File: src/rtl/in_xact_pkg.sv
package in_xact_pkg;

  // Lower-nibble token and handshake codes
  localparam logic [3:0] PID_IN  = 4'b1001;
  localparam logic [3:0] PID_ACK = 4'b0010;

  // Outcome codes kept per endpoint
  localparam logic [1:0] CODE_NONE    = 2'b00;
  localparam logic [1:0] CODE_OK      = 2'b01;
  localparam logic [1:0] CODE_TIMEOUT = 2'b10;

  // Strobes from the sequencer to the register bank
  typedef struct packed {
    logic       post;
    logic [1:0] code;
    logic       setInt;
    logic       clearFull;
  } post_strobe_t;

  function automatic logic pidIntact(input logic [7:0] pid);
    return pid[7:4] == ~pid[3:0];
  endfunction

endpackage

File: src/rtl/in_xact_ctrl.sv
module in_xact_ctrl
  import in_xact_pkg::*;
#(
  parameter int NUM_EP       = 16,
  parameter int EP_W         = 4,
  parameter int ADDR_W       = 7,
  parameter int TIMEOUT_BITS = 18
) (
  input  logic              clk,
  input  logic              rstN,
  input  logic [ADDR_W-1:0] devAddr,
  input  logic [NUM_EP-1:0] epEnable,
  input  logic [NUM_EP-1:0] epIso,
  input  logic [NUM_EP-1:0] bufFull,
  input  logic              tokValid,
  input  logic [7:0]        tokPid,
  input  logic [ADDR_W-1:0] tokAddr,
  input  logic [EP_W-1:0]   tokEp,
  input  logic              bitTick,
  input  logic              txDone,
  input  logic              hsValid,
  input  logic [7:0]        hsPid,
  output logic              txDataReq,
  output logic              txNakReq,
  output logic [EP_W-1:0]   txEp,
  output post_strobe_t      strobe
);

  localparam int CNT_W = $clog2(TIMEOUT_BITS + 1);
  localparam logic [CNT_W-1:0] LAST_TICK = CNT_W'(TIMEOUT_BITS - 1);

  typedef enum logic [1:0] {S_IDLE, S_SEND, S_WAIT_HS} seq_e;

  seq_e            state;
  logic [EP_W-1:0] epQ;
  logic [CNT_W-1:0] tickCnt;
  logic            tokHit;
  logic            ackSeen;
  logic            timeUp;

  assign tokHit = tokValid && pidIntact(tokPid) && (tokPid[3:0] == PID_IN)
                  && (tokAddr == devAddr) && (int'(tokEp) < NUM_EP)
                  && epEnable[tokEp];
  assign ackSeen = hsValid && pidIntact(hsPid) && (hsPid[3:0] == PID_ACK);
  assign timeUp  = bitTick && (tickCnt == LAST_TICK);
  assign txEp    = epQ;

  always_ff @(posedge clk) begin
    if (!rstN) begin
      state     <= S_IDLE;
      epQ       <= '0;
      tickCnt   <= '0;
      txDataReq <= 1'b0;
      txNakReq  <= 1'b0;
    end else begin
      txDataReq <= 1'b0;
      txNakReq  <= 1'b0;
      unique case (state)
        S_IDLE: begin
          if (tokHit) begin
            epQ <= tokEp;
            if (bufFull[tokEp]) begin
              txDataReq <= 1'b1;
              state     <= S_SEND;
            end else begin
              txNakReq <= 1'b1;
            end
          end
        end
        S_SEND: begin
          if (txDone) begin
            tickCnt <= '0;
            state   <= epIso[epQ] ? S_IDLE : S_WAIT_HS;
          end
        end
        S_WAIT_HS: begin
          if (ackSeen || timeUp) state <= S_IDLE;
          else if (bitTick)      tickCnt <= tickCnt + 1'b1;
        end
        default: state <= S_IDLE;
      endcase
    end
  end

  always_comb begin
    strobe = '0;
    unique case (state)
      S_SEND: begin
        if (txDone && epIso[epQ]) begin
          strobe.post      = 1'b1;
          strobe.code      = CODE_OK;
          strobe.setInt    = 1'b1;
          strobe.clearFull = 1'b1;
        end
      end
      S_WAIT_HS: begin
        if (ackSeen) begin
          strobe.post      = 1'b1;
          strobe.code      = CODE_OK;
          strobe.setInt    = 1'b1;
          strobe.clearFull = 1'b1;
        end else if (timeUp) begin
          strobe.post = 1'b1;
          strobe.code = CODE_TIMEOUT;
        end
      end
      default: strobe = '0;
    endcase
  end

endmodule

File: src/rtl/in_xact_regs.sv
module in_xact_regs
  import in_xact_pkg::*;
#(
  parameter int NUM_EP = 16,
  parameter int EP_W   = 4
) (
  input  logic              clk,
  input  logic              rstN,
  input  post_strobe_t      strobe,
  input  logic [EP_W-1:0]   postEp,
  input  logic              setFullWe,
  input  logic [EP_W-1:0]   setFullEp,
  input  logic              intClrWe,
  input  logic [NUM_EP-1:0] intClrMask,
  input  logic              statRdEn,
  input  logic [EP_W-1:0]   statRdEp,
  output logic [NUM_EP-1:0] bufFull,
  output logic [NUM_EP-1:0] intFlags,
  output logic [1:0]        statRdData
);

  logic [1:0] codeArr [NUM_EP];

  for (genvar e = 0; e < NUM_EP; e++) begin : g_ep
    logic       fullR;
    logic       intR;
    logic [1:0] codeR;
    logic       hitPost;

    assign hitPost = strobe.post && (postEp == EP_W'(e));

    always_ff @(posedge clk) begin
      if (!rstN) begin
        fullR <= 1'b0;
        intR  <= 1'b0;
        codeR <= CODE_NONE;
      end else begin
        if (setFullWe && (setFullEp == EP_W'(e)))   fullR <= 1'b1;
        else if (hitPost && strobe.clearFull)       fullR <= 1'b0;

        if (hitPost && strobe.setInt)               intR <= 1'b1;
        else if (intClrWe && intClrMask[e])         intR <= 1'b0;

        if (hitPost)                                codeR <= strobe.code;
        else if (statRdEn && (statRdEp == EP_W'(e))) codeR <= CODE_NONE;
      end
    end

    assign bufFull[e]  = fullR;
    assign intFlags[e] = intR;
    assign codeArr[e]  = codeR;
  end

  assign statRdData = codeArr[statRdEp];

endmodule

File: src/rtl/in_xact_engine.sv
module in_xact_engine
  import in_xact_pkg::*;
#(
  parameter int NUM_EP       = 16,
  parameter int ADDR_W       = 7,
  parameter int TIMEOUT_BITS = 18,
  localparam int EP_W        = $clog2(NUM_EP)
) (
  input  logic              clk,
  input  logic              rstN,
  input  logic [ADDR_W-1:0] devAddr,
  input  logic [NUM_EP-1:0] epEnable,
  input  logic [NUM_EP-1:0] epIso,
  input  logic              tokValid,
  input  logic [7:0]        tokPid,
  input  logic [ADDR_W-1:0] tokAddr,
  input  logic [EP_W-1:0]   tokEp,
  input  logic              bitTick,
  input  logic              txDone,
  input  logic              hsValid,
  input  logic [7:0]        hsPid,
  output logic              txDataReq,
  output logic              txNakReq,
  output logic [EP_W-1:0]   txEp,
  input  logic              setFullWe,
  input  logic [EP_W-1:0]   setFullEp,
  input  logic              intClrWe,
  input  logic [NUM_EP-1:0] intClrMask,
  input  logic              statRdEn,
  input  logic [EP_W-1:0]   statRdEp,
  output logic [1:0]        statRdData,
  output logic [NUM_EP-1:0] bufFull,
  output logic [NUM_EP-1:0] intFlags,
  output logic              irq
);

  post_strobe_t postStrobe;

  in_xact_ctrl #(
    .NUM_EP(NUM_EP), .EP_W(EP_W), .ADDR_W(ADDR_W), .TIMEOUT_BITS(TIMEOUT_BITS)
  ) u_ctrl (
    .clk(clk), .rstN(rstN), .devAddr(devAddr), .epEnable(epEnable),
    .epIso(epIso), .bufFull(bufFull), .tokValid(tokValid), .tokPid(tokPid),
    .tokAddr(tokAddr), .tokEp(tokEp), .bitTick(bitTick), .txDone(txDone),
    .hsValid(hsValid), .hsPid(hsPid), .txDataReq(txDataReq),
    .txNakReq(txNakReq), .txEp(txEp), .strobe(postStrobe)
  );

  in_xact_regs #(.NUM_EP(NUM_EP), .EP_W(EP_W)) u_regs (
    .clk(clk), .rstN(rstN), .strobe(postStrobe), .postEp(txEp),
    .setFullWe(setFullWe), .setFullEp(setFullEp), .intClrWe(intClrWe),
    .intClrMask(intClrMask), .statRdEn(statRdEn), .statRdEp(statRdEp),
    .bufFull(bufFull), .intFlags(intFlags), .statRdData(statRdData)
  );

  assign irq = |intFlags;

endmodule

File: config.mk
export PLATFORM = sky130hd
export DESIGN_NAME = in_xact_engine
export DESIGN_NICKNAME = d
export VERILOG_FILES = /design/src/rtl/in_xact_pkg.sv /design/src/rtl/in_xact_ctrl.sv /design/src/rtl/in_xact_regs.sv /design/src/rtl/in_xact_engine.sv
export SDC_FILE = /design/constraint.sdc
export NUM_CORES = 1
export LEC_CHECK = 0
export BUFFER_PORTS_ARGS = -buffer_cell sky130_fd_sc_hd__buf_2
export CORE_MARGIN = 5
export CORE_UTILIZATION = 35
export CTS_BUF_LIST = sky130_fd_sc_hd__clkbuf_8
export CTS_CLUSTER_DIAMETER = 120
export DETAILED_ROUTE_END_ITERATION = 6
export PLACE_DENSITY = 0.67
export SLEW_MARGIN = 30
export SYNTH_ARGS = -nofsm -noshare
export SYNTH_HDL_FRONTEND = slang
export SYNTH_SLANG_ARGS = --single-unit
File: constraint.sdc
create_clock -name clk -period 2.8 [get_ports clk]
set_clock_uncertainty 0.1 [all_clocks]
set_input_delay 0.28 -clock clk [delete_from_list [all_inputs] [get_ports clk]]
set_output_delay 0.28 -clock clk [all_outputs]
set_load 0.1 [all_outputs]
## Yosys cells after proc, flatten, opt, wreduce, memory -nomap -nowiden

Index checks and enable logic that the tools add are counted.

| operators by class | value |
|---|---|
| bitwise operators | 3 |
| $add $sub $neg | 1 |
| reductions and logical operators | 163 |
| multiplexer cells | 122 |
| order comparisons | 3 |
| equal/unequal tests | 59 |

Operator list:

| operator | count |
|---|---|
| $logic_and 1x1->1 | 104 |
| $eq 4x4->1 const B | 25 |
| $reduce_bool 2->1 | 49 |
| $mux 2 | 40 |
| $mux 1 | 69 |
| $eq 4x3->1 const B | 12 |
| $eq 4x2->1 const B | 7 |
| $mux 5 | 4 |
| $pmux 5 s2 | 2 |
| $reduce_or 16->1 | 1 |
| $bmux 1 s4 | 3 |
| $eq 4x1->1 const B | 3 |
| $logic_not 4->1 | 3 |
| $lt 4x5->1 const B | 2 |
| $bmux 2 s4 | 1 |
| $eq 4x4->1 | 2 |
| $not 4->4 | 2 |
| $reduce_and 4->1 | 2 |
| $eq 7x7->1 | 1 |
| $mux 3 | 2 |
| $ne 2x1->1 const B | 3 |
| $ne 2x2->1 const B | 3 |
| $pmux 2 s3 | 1 |
| $add 5x1->5 const B | 1 |
| other kinds (9) | 9 |

| word-level totals | value |
|---|---|
| bits of input ports | 99 |
| register bits after elaboration | 77 |
| output and inout port bits | 41 |
| logic and storage cells | 404 |

## Depth between registers and ports, before layout

Gate-level depths: netlist (run 1).

| depth | value |
|---|---|
| depth in word-level cells | 10 |
| gate-level depth with buffers | 9 |
| mapped depth without buffers | 7 |

## Modules after synthesis

A second synthesis (run 1) with hierarchy kept.

| unflattened totals | value |
|---|---|
| cells, all modules | 542 |
| area, all modules | 4903.5 µm² |

Modules (own cells, without submodules):

| module | area an instance (µm²) | times used | cells an instance | seq. area each (µm²) |
|---|---|---|---|---|
| in_xact_regs | 3558.4 | 1 | 398 | 1281.2 |
| in_xact_ctrl | 1313.8 | 1 | 139 | 260.2 |
| in_xact_engine | 31.3 | 1 | 5 | 0.0 |

## Worst setup path after synthesis (run 1)

No wires, ideal clock.

| timing | value |
|---|---|
| kind | register to register |
| start point | register u_ctrl.epQ[1], in the netlist u_ctrl.txEp[1] |
| end point | register u_regs.g_ep[10].intR |
| arrival | 2799 ps |
| buffers on the path | 2 |
| clock period less this slack | 3013 ps |
| required time | 2585 ps |
| path slack | -213 ps |
| library setup time | 115 ps |
| stages on the path, launching flop included | 9 |
| cells stage by stage | dfxtp_1 > buf_6 > mux4_2 > mux2i_1 > nor3b_2 > or3_1 > buf_6 > and4_4 > o21a_1 |

| between the ends | value |
|---|---|
| cells in the longest elaborated chain, start to end | 8 |
| elaborated cells on any way between the ends | 10 |
| classes of those cells | eq/ne (1); mux (5); reduce/logical (4) |

Ends and longest elaborated chain:

| what | RTL line | text |
|---|---|---|
| start, declared | in_xact_ctrl.sv:35 | `logic [EP_W-1:0] epQ;` |
| start signal, assigned | in_xact_ctrl.sv:61 | `epQ <= tokEp;` |
| $bmux 1 s4 | in_xact_ctrl.sv:89 | `if (txDone && epIso[epQ]) begin` |
| $mux 1 (not written as such) | in_xact_ctrl.sv:89 |  |
| $logic_and 1x1->1 | in_xact_ctrl.sv:89 |  |
| $mux 5 | in_xact_ctrl.sv:89 |  |
| $pmux 5 s2 | in_xact_ctrl.sv:87 | `unique case (state)` |
| $logic_and 1x1->1 | in_xact_regs.sv:30 | `assign hitPost = strobe.post && (postEp == EP_W'(e));` |
| $logic_and 1x1->1 (*) | in_xact_regs.sv:41 | `if (hitPost && strobe.setInt) intR <= 1'b1;` |
| $mux 1 or $reduce_bool 2->1 (tied branches) | -- |  |
| end signal, assigned | in_xact_regs.sv:35 | `intR <= 1'b0;` |
| end signal, assigned | in_xact_regs.sv:41 |  |
| end signal, assigned | in_xact_regs.sv:42 | `else if (intClrWe && intClrMask[e]) intR <= 1'b0;` |
| end, declared | in_xact_regs.sv:26 | `logic intR;` |

Mark *: on every way between the ends. The rest lies on a longest branch, timed or not. The select of a mux whose other input is x is not followed.
A chain may end at the register's enable or synchronous reset.

## Worst setup path after layout (run 1)

| timing | value |
|---|---|
| start point | register u_ctrl.epQ[1], in the netlist u_ctrl.txEp[1] |
| end point | register u_regs.g_ep[9].intR |

| between the ends | value |
|---|---|
| cells in the longest elaborated chain, start to end | 8 |
| elaborated cells on any way between the ends | 10 |
| classes of those cells | eq/ne (1); mux (5); reduce/logical (4) |

Ends and longest elaborated chain:

| what | RTL line |
|---|---|
| $bmux 1 s4 | in_xact_ctrl.sv:89 |
| $mux 1 (not written as such) | in_xact_ctrl.sv:89 |
| $logic_and 1x1->1 | in_xact_ctrl.sv:89 |
| $mux 5 | in_xact_ctrl.sv:89 |
| $pmux 5 s2 | in_xact_ctrl.sv:87 |
| $logic_and 1x1->1 | in_xact_regs.sv:30 |
| $logic_and 1x1->1 (*) | in_xact_regs.sv:41 |
| $mux 1 or $reduce_bool 2->1 (tied branches) | -- |
| end signal, assigned | in_xact_regs.sv:35 |
| end signal, assigned | in_xact_regs.sv:41 |
| end signal, assigned | in_xact_regs.sv:42 |
| end, declared | in_xact_regs.sv:26 |

Marked as above.

==> results.cfg, run 1 <==
[outcome]
status = finished clean

[synth]
ys_warn_count = 0
synth-seq-area-share = 0.346
yosysTopAreaCell = dfxtp_1
synth_cell_types = 50
syn-cell-area_sq_um = 4450
synth-edff-count = 0
synthTopCellsByArea = dfxtp_1 (35%), mux4_2 (11%), nand2_1 (6.9%), mux2i_1 (5.8%), buf_4 (5.6%)
synth.top_cell.area_share = 0.346
synth_nets = 581
async_reset_ff_frac = 0
syn_avg_cell_area_sq_um = 9.33
ys.flop_type = dfxtp_1
ys_ff_latch = 77
synth_cells = 477

[place]
io_buffers = 139
hpwl_mm = 10.3
place_congestion = 0.887

[floorplan]
chipWidth_um = 123
num_rows = 41
die_h_um = 123
start_util = 0.355
ioPinCount = 140
die-area_sq_um = 15100
core_sq_um = 12500

[cells_and_area]
multi_input_area_sq_um = 2520
areaGrowthSynthToFinish_pct = 17.8
drive_above_1_share = 0.336
fillers = 1272
seq_area_sq_um = 1540
nNetsFinal = 681
num_antenna_cells = 0

[worst_setup_path]
max_stage_delay_ns = 0.60
crit_slowest_cell = mux4_1
critical_path.startpoint_type = flip-flop
reg2reg_slack_ns = 0.19
worst_setup_path_end_kind = flip-flop
path_cells = mux4_1 > mux2i_1 > nor3_2 > or3_1 > and4_4 > o21a_1
crit_path_max_fanout = 9
crit_arrival_ns = 2.76
crit_type = reg2reg
crit-reg2reg-launch = u_ctrl.txEp[1]
critPathLaunch = u_ctrl.txEp[1]
required_ns = 2.96

[timing]
period_share = 0.932
worst_pin_slew_ns = 0.639
hold_slack_ns = 0.0965
hold_viol = 0
finalMaxSlewViolations = 0
fmax_mhz = 383
fin_crit_ns = 2.61
max_slew_margin = 0.570
tns_ns = 0
setup_viol = 0
rsz0062_at_grt = false

[power_and_ir_drop]
powerDensity_nw_per_um2 = 400
p_leak_nw = 2.21
vdd_drop_max_mv = 0.195

[grt]
grt_overflow_total = 0
grt_pass1_wl_mm = 20.6
grt_antenna_before_repair = 0
grt_usage = 0.173
grt_pass1_vias = 4009
grt_max_degree = 34

[clocking]
post_cts.repair.setup_buffers = 0
cts-buffers-inserted = 9
cts_num_sinks = 77
clock_insertion_delay_worst_skew_ns = 0.35
cts_buffer_depth = 2
cts-root-buf = clkbuf_8
cts_tree = built
cts_max_level = 3
clk_pin_slew_ns = 0.08

[drt]
drt_pre_antenna_iters = 5
vias = 4042
routed_via_density = 5.37
drt-initial-drc-count = 323
drc_errors = 0
postRouteAntennaNets = 0
wl_per_cell_um = 17.4
finalWirelength_mm = 13.1

[run]
cap_viol_max_count = 0

[worst_hold_path]
hold_class = in2reg
hold_start = intClrMask[12]
==> worst paths after layout <==
path | end | cells past startpoint
setup / recovery | u_regs.g_ep[9].intR | 6
hold / removal | u_regs.g_ep[12].intR | 4
setup reg to reg | u_regs.g_ep[9].intR | 6
hold reg to reg | u_regs.g_ep[6].codeR[0] | 2
==> per-layer routing <==
metal | wire length (um) | vias up | share of wire | track usage
li1 | - | 1916 | - | -
met1 | 5690 | 1939 | 0.43 | 0.222
met2 | 6320 | 179 | 0.48 | 0.296
met3 | 998 | 8 | 0.076 | 0.0332
met4 | 113 | 0 | 0.0086 | 0.0476
met5 | 0 | - | 0 | 0
==> synthesized netlist by cell type, types with 2 or more instances <==
| cell | instances |
|---|---|
| and4b_1 | 2 |
| and4_4 | 2 |
| xnor2_1 | 10 |
| clkbuf_1 | 22 |
| nor2b_1 | 12 |
| o21ai_0 | 11 |
| nor4_1 | 6 |
| nor2_1 | 16 |
| buf_2 | 3 |
| o21a_1 | 13 |
| a21o_1 | 2 |
| inv_1 | 4 |
| ha_1 | 5 |
| dfxtp_1 | 77 |
| buf_6 | 2 |
| a21boi_1 | 2 |
| nand3b_1 | 6 |
| mux2i_1 | 26 |
| nand2b_1 | 2 |
| nand3_1 | 31 |
| a31oi_1 | 2 |
| nand4_1 | 10 |
| a21boi_0 | 22 |
| nor3_1 | 3 |
| nand2_1 | 82 |
| buf_4 | 33 |
| nor3b_1 | 4 |
| and3_1 | 2 |
| a32o_1 | 18 |
| mux4_1 | 2 |
| mux4_2 | 21 |
| a31o_2 | 2 |
| o31a_1 | 2 |
| nor4b_1 | 2 |
| a21oi_1 | 3 |
==> kinds of logic after synthesis <==
| logic type | Yosys count | synth area share |
|---|---|---|
| mux | 49 | 0.177 |
| xor+xnor | 10 | 0.0197 |
| flops | 77 | 0.346 |
| compound gates | 84 | 0.147 |
| buf+inv | 65 | 0.0869 |
| fa+ha+maj | 5 | 0.0141 |
| simple gates | 187 | 0.210 |
==> final cells by class <==
| type | count | area share |
|---|---|---|
| clock buffer | 10 | 0.0263 |
| clock inverter | 5 | 0.00549 |
| sequential | 77 | 0.295 |
| multi-input combinational | 335 | 0.481 |
| timing repair buffer | 150 | 0.149 |
| tap | 172 | 0.0411 |
| inverter | 4 | 0.00287 |
==> registers in the layout, summed over array words and instances, names as in the netlist <==
name	cells
u_ctrl.state	2
u_ctrl.tickCnt	5
u_ctrl.txDataReq	1
u_ctrl.txEp	4
u_ctrl.txNakReq	1
u_regs.g_ep.codeR	32
u_regs.g_ep.fullR	16
u_regs.g_ep.intR	16
==> placed cells by master (no fill, tap or decap), drive strengths merged, types with 13 or more instances in the layout <==
master | synthesis | final
a21boi | 24 | 24
a32o | 18 | 18
buf | 39 | 150
dfxtp | 77 | 77
mux2i | 26 | 26
mux4 | 23 | 23
nand2 | 82 | 82
nand3 | 31 | 31
nor2 | 16 | 16
o21a | 13 | 13
==> metrics by stage <==
step / instance area (sq um) / worst slack, ns / cells / total power [mW] / util
finish: 5240 / 0.191 / 753 / 2.10 / 0.419
global route: 5240 / 0.0301 / 753 / 2.18 / 0.419
CTS: 5240 / 0.206 / 753 / 2.11 / 0.419
detailed placement: 5070 / 0.220 / 738 / 1.38 / 0.405
global placement: 5070 / 0.275 / 738 / 1.38 / 0.405
floorplan: 4450 / 0.135 / 477 / 1.28 / -
==> repair_timing <==
item                       4_1_cts  5_1_grt
setup endpoints to repair        0        2
gates resized for setup          0        1
hold buffers                     0        0
==> critical path: cells and delay by family, from the launching register on <==
kind	cells	cell delay, ns
simple gates	3	0.97
mux	2	0.85
compound gates	1	0.18
flops	1	0.40
==> power by group <==
group	total (mW)	internal [mW]	leakage (nW)	switching, mW
logic	0.251	0.111	1.50	0.140
clock network	0.743	0.335	0.0853	0.409
registers	1.10	1.10	0.622	0.00490
total	2.10	1.54	2.21	0.554
Power figures use the tool's default switching activity.
==> run 2, diff against run 1 <==
==> constraint.sdc (replaced) <==
create_clock -name clk -period 3.34 [get_ports clk]
set_clock_uncertainty 0.1 [all_clocks]
set_input_delay 0.334 -clock clk [delete_from_list [all_inputs] [get_ports clk]]
set_output_delay 0.334 -clock clk [all_outputs]
set_load 0.1 [all_outputs]
==> results.cfg, run 2 (synthesis results as in run 1) <==
[power_and_ir_drop]
p_leak_nw = 2.20
finalPower_mw = 1.79
vdd_drop_max_mv = 0.167
powerDensity_nw_per_um2 = 345

[worst_setup_path]
path_cells = mux4_1 > mux2i_1 > nor3_2 > or3_1 > and4_4 > o21a_1
critical_path.startpoint_type = flip-flop
critPathLaunch = u_ctrl.txEp[1]
crit_slowest_cell = mux4_1
crit_arrival_ns = 2.81
crit-reg2reg-launch = u_ctrl.txEp[1]
crit_type = reg2reg
max_stage_delay_ns = 0.63
crit_path_max_fanout = 9
crit_family = simple AND/OR/NAND/NOR gates
path_buf_inv = 0
reg2reg_slack_ns = 0.67
worst_setup_path_end_kind = flip-flop
required_ns = 3.48

[drt]
drt_pre_antenna_iters = 5
drc_errors = 0
drt-initial-drc-count = 338
vias = 4113
wl_per_cell_um = 17.6
finalWirelength_mm = 13.1
routed_via_density = 5.50
postRouteAntennaNets = 0

[clocking]
cts-buffers-inserted = 9
hold_buffers = 0
clock_insertion_delay_worst_skew_ns = 0.35
cts_num_sinks = 77
cts_buffer_depth = 2
cts-root-buf = clkbuf_8
clk_pin_slew_ns = 0.08
cts_tree = built
cts_max_level = 3
cts_resized = 0
post_cts.repair.setup_buffers = 0

[cells_and_area]
mostFrequentLayoutCells = buf_2 (139), nand2_1 (82), dfxtp_1 (77)
top_register = u_regs.g_ep.codeR
final_area_sq_um = 5210
drive_above_1_share = 0.319
top_regs = u_regs.g_ep.codeR (32), u_regs.g_ep.fullR (16), u_regs.g_ep.intR (16)
num_antenna_cells = 0
mostFrequentLayoutCell = buf_2
areaGrowthSynthToFinish_pct = 17.0
final_util = 0.416
largest_register_ff_count = 32
nNetsFinal = 676

[place]
io_buffers = 139
dpl_cell_area_sq_um = 5030
hpwl_mm = 10.4
place_congestion = 0.892

[floorplan]
start_util = 0.355
die_h_um = 123
ioPinCount = 140
chipWidth_um = 123
die-area_sq_um = 15100
num_rows = 41
core_sq_um = 12500

[timing]
max_slew_margin = 0.544
tns_ns = 0
rsz0062_at_grt = false
fin_crit_ns = 2.67
period_share = 0.799
hold_slack_ns = 0.160
finalMaxSlewViolations = 0
worst_pin_slew_ns = 0.678
fmax_mhz = 375
setup_viol = 0
hold_viol = 0

[grt]
grt_usage = 0.173
grt_pass1_wl_mm = 20.5
grt_pass1_vias = 4041
grt_antenna_before_repair = 0
grt_overflow_total = 0
grt_max_degree = 36

[worst_hold_path]
hold_class = in2reg
hold_start = intClrMask[4]

[run]
cap_viol_max_count = 0

[outcome]
status = finished clean
[run 2: worst paths after layout]
check        cells after the start                        to
min reg2reg                      2  u_regs.g_ep[15].codeR[1]
max reg2reg                      6       u_regs.g_ep[9].intR
max                              6       u_regs.g_ep[9].intR
min                              4       u_regs.g_ep[4].intR
[run 2: through the flow]
step                setup slack [ns]  instances
global placement               0.664        733
finish                         0.673        748
CTS                            0.690        748
floorplan                      0.327        477
detailed placement             0.576        733
global route                   0.504        748
[run 2: worst register-to-register path: cells and delay by family, from the launching register on]
kind	cells	cell delay, ns
flip-flops	1	0.48
multiplexers	2	0.86
AO/OA/AOI/OAI	1	0.18
AND/OR/NAND/NOR	3	0.94
[run 2: metal layers]
metal	vias to the layer above	track usage	routed length (um)
met5	-	0	0
met4	0	0.0595	253
met2	193	0.287	6180
met3	30	0.0327	1040
met1	1981	0.226	5660
li1	1909	-	-
[run 2: report_power, final]
part	internal, mW	leakage (nW)	switching, mW
sequential	0.921	0.621	0.00416
clock	0.330	0.104	0.329
combinational	0.0918	1.47	0.118
total	1.34	2.20	0.451
[run 2: area by class of cell]
| cell class | instances | area (sq um) |
|---|---|---|
| fillers | 1255 | 7310 |
| multi-input cells | 335 | 2520 |
| flip-flops and latches | 77 | 1540 |
| repair buffers | 145 | 741 |
| well taps | 172 | 215 |
| clock buffers | 9 | 124 |
| clock inverters | 6 | 50.0 |
| inverters | 4 | 15.0 |
